==> config.mk <==
export PLATFORM = sky130hd
export DESIGN_NAME = dbg_msg_serializer
export DESIGN_NICKNAME = d
export VERILOG_FILES = /design/src/rtl/dmo_pkg.sv /design/src/rtl/dmo_fifo.sv /design/src/rtl/dmo_idle_gate.sv /design/src/rtl/dmo_slicer.sv /design/src/rtl/dbg_msg_serializer.sv
export SDC_FILE = /design/constraint.sdc
export NUM_CORES = 1
export LEC_CHECK = 0
export ABC_AREA = 1
export BUFFER_PORTS_ARGS = -buffer_cell sky130_fd_sc_hd__buf_4
export CAP_MARGIN = 20
export CORE_MARGIN = 5
export CORE_UTILIZATION = 50
export CTS_CLUSTER_SIZE = 28
export DETAILED_ROUTE_END_ITERATION = 8
export PLACE_DENSITY_LB_ADDON = 0.1
export SLEW_MARGIN = 0
export SYNTH_ARGS = -nofsm -noshare
export SYNTH_HDL_FRONTEND = slang
export SYNTH_SLANG_ARGS = --single-unit
==> constraint.sdc <==
create_clock -name clk -period 5.2 [get_ports clk]
set_input_delay 0.26 -clock clk [delete_from_list [all_inputs] [get_ports clk]]
set_output_delay 0.26 -clock clk [all_outputs]
set_load 0.02 [all_outputs]
==> src/rtl/dmo_pkg.sv <==
package dmo_pkg;

    localparam int TCODE_W = 6;
    localparam int SRC_W   = 4;
    localparam int PAY_W   = 64;
    localparam int HDR_W   = TCODE_W + SRC_W;
    localparam int MSG_W   = HDR_W + PAY_W;
    localparam int LEN_W   = $clog2(MSG_W + 1);

    typedef struct packed {
        logic [TCODE_W-1:0] tcode;
        logic [SRC_W-1:0]   src;
        logic [PAY_W-1:0]   payload;
    } dmo_msg_t;

    typedef enum logic [1:0] {
        FR_IDLE  = 2'b00,
        FR_FIRST = 2'b01,
        FR_MID   = 2'b10,
        FR_LAST  = 2'b11
    } frame_e;

    // payload length in bits selected by the transfer code
    function automatic logic [LEN_W-1:0] payload_bits(input logic [TCODE_W-1:0] tc);
        logic [LEN_W-1:0] n;
        if (tc[3]) n = LEN_W'(PAY_W);
        else       n = LEN_W'({tc[2:0], 3'b000});
        return n;
    endfunction

    function automatic logic [LEN_W-1:0] total_bits(input logic [TCODE_W-1:0] tc);
        return LEN_W'(HDR_W) + payload_bits(tc);
    endfunction

    // lay out a message LSB first: code, source, trimmed payload
    function automatic logic [MSG_W-1:0] pack_msg(input dmo_msg_t m);
        logic [PAY_W-1:0] p;
        logic [LEN_W-1:0] plen;
        p    = m.payload;
        plen = payload_bits(m.tcode);
        for (int i = 0; i < PAY_W; i++) begin
            if (i >= int'(plen)) p[i] = 1'b0;
        end
        return {p, m.src, m.tcode};
    endfunction

endpackage

==> src/rtl/dmo_fifo.sv <==
module dmo_fifo #(
    parameter int W     = 8,
    parameter int DEPTH = 4
) (
    input  logic         clk,
    input  logic         rst,
    input  logic         push,
    input  logic [W-1:0] din,
    input  logic         pop,
    output logic [W-1:0] dout,
    output logic         empty,
    output logic         full
);
    localparam int AW = (DEPTH > 1) ? $clog2(DEPTH) : 1;
    localparam int CW = $clog2(DEPTH + 1);

    logic [W-1:0]  mem [DEPTH];
    logic [AW-1:0] wr_ptr, rd_ptr;
    logic [CW-1:0] cnt;

    always_ff @(posedge clk) begin
        if (push) mem[wr_ptr] <= din;
    end

    always_ff @(posedge clk) begin
        if (rst) begin
            wr_ptr <= '0;
            rd_ptr <= '0;
            cnt    <= '0;
        end else begin
            if (push) wr_ptr <= (wr_ptr == AW'(DEPTH - 1)) ? '0 : wr_ptr + 1'b1;
            if (pop)  rd_ptr <= (rd_ptr == AW'(DEPTH - 1)) ? '0 : rd_ptr + 1'b1;
            case ({push, pop})
                2'b10:   cnt <= cnt + 1'b1;
                2'b01:   cnt <= cnt - 1'b1;
                default: cnt <= cnt;
            endcase
        end
    end

    assign dout  = mem[rd_ptr];
    assign empty = (cnt == '0);
    assign full  = (cnt == CW'(DEPTH));
endmodule

==> src/rtl/dmo_idle_gate.sv <==
module dmo_idle_gate (
    input  logic msg_en,
    input  logic q_empty,
    input  logic busy,
    input  logic last,
    output logic load_en,
    output logic run_en
);
    // a new message may start only when enabled and the slicer is free or finishing
    assign load_en = msg_en && !q_empty && (!busy || last);
    // slicer registers advance only when there is work
    assign run_en  = busy || load_en;
endmodule

==> src/rtl/dmo_slicer.sv <==
module dmo_slicer
    import dmo_pkg::*;
#(
    parameter int PORT_W   = 8,
    parameter int NARROW_W = 2
) (
    input  logic              clk,
    input  logic              rst,
    input  logic              run_en,
    input  logic              load,
    input  dmo_msg_t          msg,
    input  logic              wide,
    output logic              busy,
    output logic              last,
    output logic [PORT_W-1:0] dout,
    output frame_e            frame
);
    logic [MSG_W-1:0] sreg;
    logic [LEN_W-1:0] left;
    logic             busy_q, first_q, wide_q;
    logic [LEN_W-1:0] cur_w;

    assign cur_w = wide_q ? LEN_W'(PORT_W) : LEN_W'(NARROW_W);
    assign busy  = busy_q;
    assign last  = busy_q && (left <= cur_w);

    always_ff @(posedge clk) begin
        if (rst) begin
            sreg    <= '0;
            left    <= '0;
            busy_q  <= 1'b0;
            first_q <= 1'b0;
            wide_q  <= 1'b0;
        end else if (run_en) begin
            if (load) begin
                sreg    <= pack_msg(msg);
                left    <= total_bits(msg.tcode);
                busy_q  <= 1'b1;
                first_q <= 1'b1;
                wide_q  <= wide;
            end else if (busy_q) begin
                sreg    <= wide_q ? (sreg >> PORT_W) : (sreg >> NARROW_W);
                left    <= left - cur_w;
                first_q <= 1'b0;
                if (last) busy_q <= 1'b0;
            end
        end
    end

    always_comb begin
        for (int i = 0; i < PORT_W; i++) begin
            dout[i] = busy_q && (i < int'(cur_w)) && (i < int'(left)) && sreg[i];
        end
        if (!busy_q)      frame = FR_IDLE;
        else if (first_q) frame = FR_FIRST;
        else if (last)    frame = FR_LAST;
        else              frame = FR_MID;
    end
endmodule

==> src/rtl/dbg_msg_serializer.sv <==
module dbg_msg_serializer
    import dmo_pkg::*;
#(
    parameter int DEPTH    = 4,
    parameter int PORT_W   = 8,
    parameter int NARROW_W = 2
) (
    input  logic               clk,
    input  logic               rst,
    input  logic               msg_en,
    input  logic               port_wide,
    input  logic               in_valid,
    output logic               in_ready,
    input  logic [TCODE_W-1:0] in_tcode,
    input  logic [SRC_W-1:0]   in_src,
    input  logic [PAY_W-1:0]   in_payload,
    output logic [PORT_W-1:0]  tr_data,
    output logic [1:0]         tr_frame,
    output logic               ovf
);
    localparam int QW = $bits(dmo_msg_t);

    dmo_msg_t in_msg, q_msg;
    logic     q_empty, q_full, push, load_en, run_en, busy, last;
    frame_e   frame;
    logic     ovf_q;

    assign in_msg   = '{tcode: in_tcode, src: in_src, payload: in_payload};
    assign in_ready = msg_en && !q_full;
    assign push     = in_valid && in_ready;

    dmo_fifo #(.W(QW), .DEPTH(DEPTH)) queue_i (
        .clk   (clk),
        .rst   (rst),
        .push  (push),
        .din   (in_msg),
        .pop   (load_en),
        .dout  (q_msg),
        .empty (q_empty),
        .full  (q_full)
    );

    dmo_idle_gate gate_i (
        .msg_en  (msg_en),
        .q_empty (q_empty),
        .busy    (busy),
        .last    (last),
        .load_en (load_en),
        .run_en  (run_en)
    );

    dmo_slicer #(.PORT_W(PORT_W), .NARROW_W(NARROW_W)) slicer_i (
        .clk    (clk),
        .rst    (rst),
        .run_en (run_en),
        .load   (load_en),
        .msg    (q_msg),
        .wide   (port_wide),
        .busy   (busy),
        .last   (last),
        .dout   (tr_data),
        .frame  (frame)
    );

    always_ff @(posedge clk) begin
        if (rst) ovf_q <= 1'b0;
        else     ovf_q <= msg_en && in_valid && q_full;
    end

    assign tr_frame = frame;
    assign ovf      = ovf_q;
endmodule

After elaboration in Yosys (flattened, before gate mapping)
Memories as Yosys holds them, arrays and structs flattened. A register that Yosys moved wholly into a read port is not among the register bits.
Index checks and enable logic that the tools add are counted.
W data, S select, Z words.
- $add $sub $neg: 6
- magnitude comparators: 81
- equality and inequality tests: 5
- multiplexer cells: 89
- reductions and logical operators: 41
- operators by type and width (operator ; number):
    $ge A6 B7 Y1 const A ; 32
    $mux W74 ; 2
    $ge A5 B7 Y1 const A ; 16
    $mux W1 ; 72
    $mux W72 ; 1
    $ge A4 B7 Y1 const A ; 8
    $lt A3 B7 Y1 const A ; 8
    $mux W7 ; 6
    $logic_and A1 B1 Y1 ; 31
    $ge A3 B7 Y1 const A ; 4
    $lt A1 B7 Y1 const A ; 4
    $lt A2 B7 Y1 const A ; 4
    $ge A1 B7 Y1 const A ; 2
    $ge A2 B7 Y1 const A ; 2
    $mux W2 ; 6
    $add A4 B7 Y7 const A ; 1
    $le A7 B7 Y1 ; 1
    $sub A7 B7 Y7 ; 1
    $eq A2 B2 Y1 const B ; 3
    $pmux W3 S2 ; 1
    $add A2 B1 Y2 const B ; 2
    $mux W4 ; 1
    $reduce_and A2 Y1 ; 2
    $reduce_bool A2 Y1 ; 2
    other kinds (7) ; 10
- bits in registers: 92
- RAM bits: 296
- bits of input ports: 79
- output and inout bits: 12
- logic and storage cells: 232
- memories: 1
- memory list (name ; depth ; bits a word ; rd ports ; clocked after memory_dff ; write ports ; RTL line ; text):
    queue_i.mem ; 4 ; 74 ; 1 ; 1 ; 1 ; dmo_fifo.sv:17 ; logic [W-1:0] mem [DEPTH];

Longest topological paths before layout
- word-level depth: 11
- gate-level depth with buffers: 21
- depth with buffers taken out: 18

Cells and area by module
A second synthesis with hierarchy kept.
- cell total of the unflattened synthesis: 1504
- area, all modules: 16236.8 sq um
- by module, submodules not included (module ; times used ; cells an instance ; area an instance (sq um) ; sequential area each (sq um)):
    dmo_fifo ; 1 ; 776 ; 11423.5 ; 9068.7
    dmo_slicer ; 1 ; 712 ; 4732.0 ; 1661.6
    dbg_msg_serializer ; 1 ; 10 ; 56.3 ; 20.0
    dmo_idle_gate ; 1 ; 6 ; 25.0 ; 0.0

Worst setup path before layout
Ideal clock, no wire load.
- kind: reg2reg
- from: register queue_i.cnt[1]
- to: memory queue_i.mem[0][0] in the netlist's numbering, enable pin
- library setup time: 0.507 ns
- data arrival time: 4.042 ns
- required time: 4.693 ns
- path slack: 0.651 ns
- cell stages (with the launch flop): 6
- path buffers: 0
- clock period less this slack: 4.549 ns
- cell sequence: dfxtp_1 > inv_1 > nand3_1 > and2_1 > nand2_1 > nor2_1
- longest elaborated chain between the ends: 6
- RTL lines (item ; RTL line ; text):
    from (decl) ; dmo_fifo.sv:19 ; logic [CW-1:0] cnt;
    from (signal assigned) ; dmo_fifo.sv:34 ; 2'b10: cnt <= cnt + 1'b1;
    from (signal assigned) ; dmo_fifo.sv:35 ; 2'b01: cnt <= cnt - 1'b1;
    from (signal assigned) ; dmo_fifo.sv:36 ; default: cnt <= cnt;
    $eq A3 B3 Y1 ; dmo_fifo.sv:43 ; assign full = (cnt == CW'(DEPTH));
    $logic_not A1 Y1 ; dbg_msg_serializer.sv:29 ; assign in_ready = msg_en && !q_full;
    $logic_and A1 B1 Y1 ; dbg_msg_serializer.sv:29 ;
    net in_ready ; dbg_msg_serializer.sv:13 ; output logic in_ready,
    $logic_and A1 B1 Y1 ; dbg_msg_serializer.sv:30 ; assign push = in_valid && in_ready;
    $mux W1 ; dmo_fifo.sv:22 ; if (push) mem[wr_ptr] <= din;
    $mux W1 (implied by the code) ; dmo_fifo.sv:22 ;
    to (decl) ; dmo_fifo.sv:17 ;
The timed path passes the listed nets, and every way through them passes these cells.

Worst setup path in the final report
- from: register slicer_i.wide_q
- to: register queue_i.cnt[2]
- longest elaborated chain between the ends: 7
- elaborated cells between the ends (all ways): 9
- classes of those cells: order compare (1); eq/ne (2); mux (2); reduce/logical (4)
- RTL lines (item ; RTL line ; text):
    from (decl) ; dmo_slicer.sv:20 ; logic busy_q, first_q, wide_q;
    from (signal assigned) ; dmo_slicer.sv:40 ; wide_q <= wide;
    $mux W4 * ; dmo_slicer.sv:23 ; assign cur_w = wide_q ? LEN_W'(PORT_W) : LEN_W'(NARROW_W);
    $le A7 B7 Y1 * ; dmo_slicer.sv:25 ; assign last = busy_q && (left <= cur_w);
    $logic_and A1 B1 Y1 * ; dmo_slicer.sv:25 ;
    $logic_or A1 B1 Y1 * ; dmo_idle_gate.sv:10 ; assign load_en = msg_en && !q_empty && (!busy || last);
    $logic_and A1 B1 Y1 * ; dmo_idle_gate.sv:10 ;
    $eq A2 B1 Y1 or $eq A2 B2 Y1 (tied branches) ; dmo_fifo.sv:33 ; case ({push, pop})
    $pmux W3 S2 or $reduce_bool A2 Y1 (tied branches) ; n/a ;
Mark *: on every way between the ends. The rest lies on a longest branch, timed or not.
A chain may end at the register's enable or synchronous reset.

==> run_results.csv <==
group,metric,value,unit
drt,post_route_met1_wirelength,19.38,mm
worst_setup_path,endpoint_kind,"flip-flop",
drt,drc,0,
power_and_ir_drop,power_density,544.8,nW/µm²
sta,fin_tns_setup,0,ps
run_status,outcome,"completed",
final_layout,synthToLayoutAreaGrowth,17.58,%
grt,grt_antenna_before_repair,0,
worst_setup_path,cp_data_arrival_time,3750,ps
worst_setup_path,timing.critical_path.max_delay_family,"adder cells",
synthesis,async_flop_share,0,%
grt,grt_first_pass_wirelength,65.76,mm
die,design.die.area,37360,µm²
clock_tree,cts_tree,"done",
final_layout,drive_above_1_share,10.05,%
synthesis,synth_edf_count,296,
sta,setup_ws,1869,ps
sta,finalMaxSlewViolations,0,
drt,dr.pass1.iters,5,
sta,post-route-min-period,3331,ps
clock_tree,worst_setup_hold_path_clk_slew,60,ps
drt,via_per_inst,5.301,
drt,postRouteWirelength,40.97,mm
synthesis,mappedNetlistArea,16800,µm²
final_layout,n_antenna_cell,0,
synthesis,syn_nets,1830,
worst_setup_path,timing.critical_path.slowest_cell_delay,600,ps
hold_path,endpoint_of_the_worst_hold_timing_path,"slicer_i.wide_q",
worst_setup_path,crit_path_max_fanout,44,
sta,setup_viol,0,
final_layout,seqCellArea,10760,µm²
drt,number_of_drc_markers_in_iteration_0,994,
clock_tree,ctsResizeCount,0,
drt,drtAntennaViolNets,0,
die,floorplan.core_area,33360,µm²
worst_setup_path,cp_common_cell,"sky130_fd_sc_hd__nand2_1",
synthesis,syn-mean-instance-area,9.670,µm²
drt,highest_routing_layer_actually_used,"met4",
synthesis,ys_ff_latch,389,
drt,num_vias,12400,
place,finalWeightedCongestion,0.8186,
final_layout,design.final.nets,1951,
worst_setup_path,crit_buf_inv,3,
hold_path,hold_class,"in2reg",
worst_setup_path,cp_cell_sequence,"clkinv_1 -> ha_1 -> nand2_1 -> nand2_1 -> nand2_1 -> nand2_2 -> nand2_4 -> nand2_4 -> inv_2 -> ha_1 -> inv_1 -> fa_1 -> a21oi_1 -> o21ai_0 -> o21ai_0 -> a21oi_1",
grt,grt_pass1_vias,11840,
worst_setup_path,reg2reg_slack,1870,ps
place,final_hpwl_from_detailed_placement,24.07,mm
clock_tree,cts.htree.levels,2,
sta,tightest_slew,1107,ps
sta,timing.max_slew.rel_slack,26.23,%
sta,grt_setup_unrepaired,"no",
hold_path,min_delay_path_depth,3,
final_layout,layout.filler_cells,2905,
sta,clock_skew,19.48,ps
clock_tree,cts_root_buf,"sky130_fd_sc_hd__clkbuf_16",
synthesis,post_synthesis_cells,1737,
sta,layout_worst_path_cycle_share,64.05,%
drt,wl_met2,18.69,mm
drt,wire_per_inst,17.52,µm
worst_setup_path,cp_slowest_cell,"sky130_fd_sc_hd__inv_2",
place,io_buffer_count,90,
synthesis,synth.distinct_cells,34,
sta,final_hold_violating_endpoints,0,
die,floorplan.io_pins,91,
clock_tree,ctsLongestPathBuffers,3,
grt,grt_max_degree,106,
synthesis,synthesis.yosys.warnings,0,
die,floorplan.initialDensity,50.34,%
worst_setup_path,start_kind,"flip-flop",
place,place_inst,2185,
clock_tree,insertion_delay,540,ps
power_and_ir_drop,vdd.ir_drop.worst,306.7,µV
clock_tree,number_of_clock_buffers_inserted_by_tritoncts,41,
worst_setup_path,worstRegToRegCells,16,
job,maxCapViolations,0,
synthesis,synth-seq-area-share,64.00,%
worst_setup_path,worst-setup-path-type,"reg2reg",
die,floorplan.die.height,193.3,µm
hold_path,worstHoldStart,"port_wide",
final_layout,multi_input_comb_area,5224,µm²
worst_setup_path,reg2reg_to,"queue_i.cnt[2]",
clock_tree,cts.sinks,389,
grt,grt_use_total,21.67,%
sta,finalHoldWorstSlack,45.22,ps
sta,fmax,300.3,MHz
worst_setup_path,critPathRequiredTime,5620,ps
place,dp_worst_setup_slack,1846,ps
grt,overflow,0,
synthesis,ys_dominant_reg_cell,"sky130_fd_sc_hd__edfxtp_1",
drt,routed-wl-met3,2.055,mm
die,std_cell_rows,67,
power_and_ir_drop,cellLeakagePower,0.007460,µW
die,die_w,193.3,µm
final_layout,layout.cells.non_filler,2339,
worst_setup_path,regToRegStartpoint,"slicer_i.wide_q",
==> layout by cell type, fill, tap and decap left out, drive strengths merged, types with 13 or more instances in the layout <==
| cell | count |
|---|---|
| a21oi | 56 |
| buf | 109 |
| clkbuf | 60 |
| clkinv | 15 |
| dfxtp | 93 |
| dlygate4sd3 | 77 |
| edfxtp | 296 |
| ha | 13 |
| inv | 90 |
| nand2 | 273 |
| nand3 | 60 |
| nor2 | 406 |
| o21ai | 280 |
| o22ai | 45 |
==> synth_stat cells, drive strengths merged, types with 3 or more instances <==
library cell / n / area [µm²]
nand2: 273 / 1062
edfxtp: 296 / 8889
ha: 13 / 162.7
inv: 89 / 336.6
clkbuf: 58 / 217.7
dfxtp: 93 / 1862
nor2: 406 / 1524
nand3: 60 / 335.3
o211ai: 4 / 30.03
xnor2: 3 / 26.28
a21oi: 56 / 280.3
o21ai: 280 / 1405
o22ai: 45 / 281.5
buf: 50 / 296.5
==> area by class of cell <==
type                    instances  share of cell area, %
clock buffers                  60                  5.822
clock inverters                16                 0.5132
inverters                      90                  1.736
multi-input cells            1150                  26.45
flip-flops and latches        389                  54.47
well taps                     448                  2.838
repair buffers                186                  8.173
==> power breakdown <==
part / total [µW] / switching, µW / leakage [µW] / internal [µW]
Sequential: 4080 / 336 / 0.00345 / 3740
Clock: 2730 / 1150 / 0.000615 / 1580
Combinational: 3950 / 2690 / 0.00339 / 1260
==> metrics by stage <==
| step | power (µW) | utilization, % | cell area (µm²) |
|---|---|---|---|
| 2_1_floorplan | 6961 | - | 16800 |
| 3_3_place_gp | 7969 | 53.07 | 17710 |
| 3_5_place_dp | 8010 | 53.07 | 17710 |
| 4_1_cts | 10810 | 59.13 | 19730 |
| 5_1_grt | 11550 | 59.19 | 19750 |
| 6_report | 10760 | 59.19 | 19750 |
==> worst max path at each step <==
stage	startpoint	cells after the start	end
finish	slicer_i.wide_q	16	queue_i.cnt[2]
global route	flip-flop	14	slicer_i.sreg[61]
CTS	flip-flop	14	slicer_i.sreg[58]
detailed placement	flip-flop	14	slicer_i.sreg[58]
global placement	slicer_i.wide_q	16	queue_i.cnt[2]
floorplan	queue_i.cnt[1]	5	queue_i.mem[0][0]
==> logic make-up (layout without fill, tap and decap cells) <==
logic type | count (synthesis) | count (layout) | synth area share (%)
AO/OA/AOI/OAI | 389 | 389 | 12.07
XOR/XNOR | 3 | 3 | 0.1565
adder cells (fa/ha/maj) | 14 | 14 | 1.088
buffers and inverters | 198 | 352 | 5.088
flip-flops | 389 | 389 | 64.00
AND/OR/NAND/NOR | 744 | 744 | 17.60
==> sequential cells by signal, summed over array words and instances (netlist names), named ones only <==
signal            count
slicer_i.sreg        74
slicer_i.left         6
queue_i.rd_ptr        2
queue_i.cnt           3
slicer_i.busy         1
slicer_i.first_q      1
queue_i.mem         296
slicer_i.wide_q       1
ovf                   1
queue_i.wr_ptr        2
==> worst min-delay path, cell delays in order <==
cell	delay [ps]
sky130_fd_sc_hd__buf_4	80
sky130_fd_sc_hd__o21ai_0	80
sky130_fd_sc_hd__a21oi_1	120
==> layer usage <==
layer / vias up / track usage, %
met3: 58 / 3.183
met5: - / 0
met2: 290 / 33.49
met4: 0 / 5.481
met1: 5918 / 32.55
li1: 6134 / -
==> what timing repair did <==
action / in CTS / in global routing
setup buffers: 0 / 0
endpoints found under the setup margin: 0 / 0
hold buffers: 77 / 0
hold endpoints to repair: 302 / 0
Note: power is estimated with default switching activity, not from simulation.
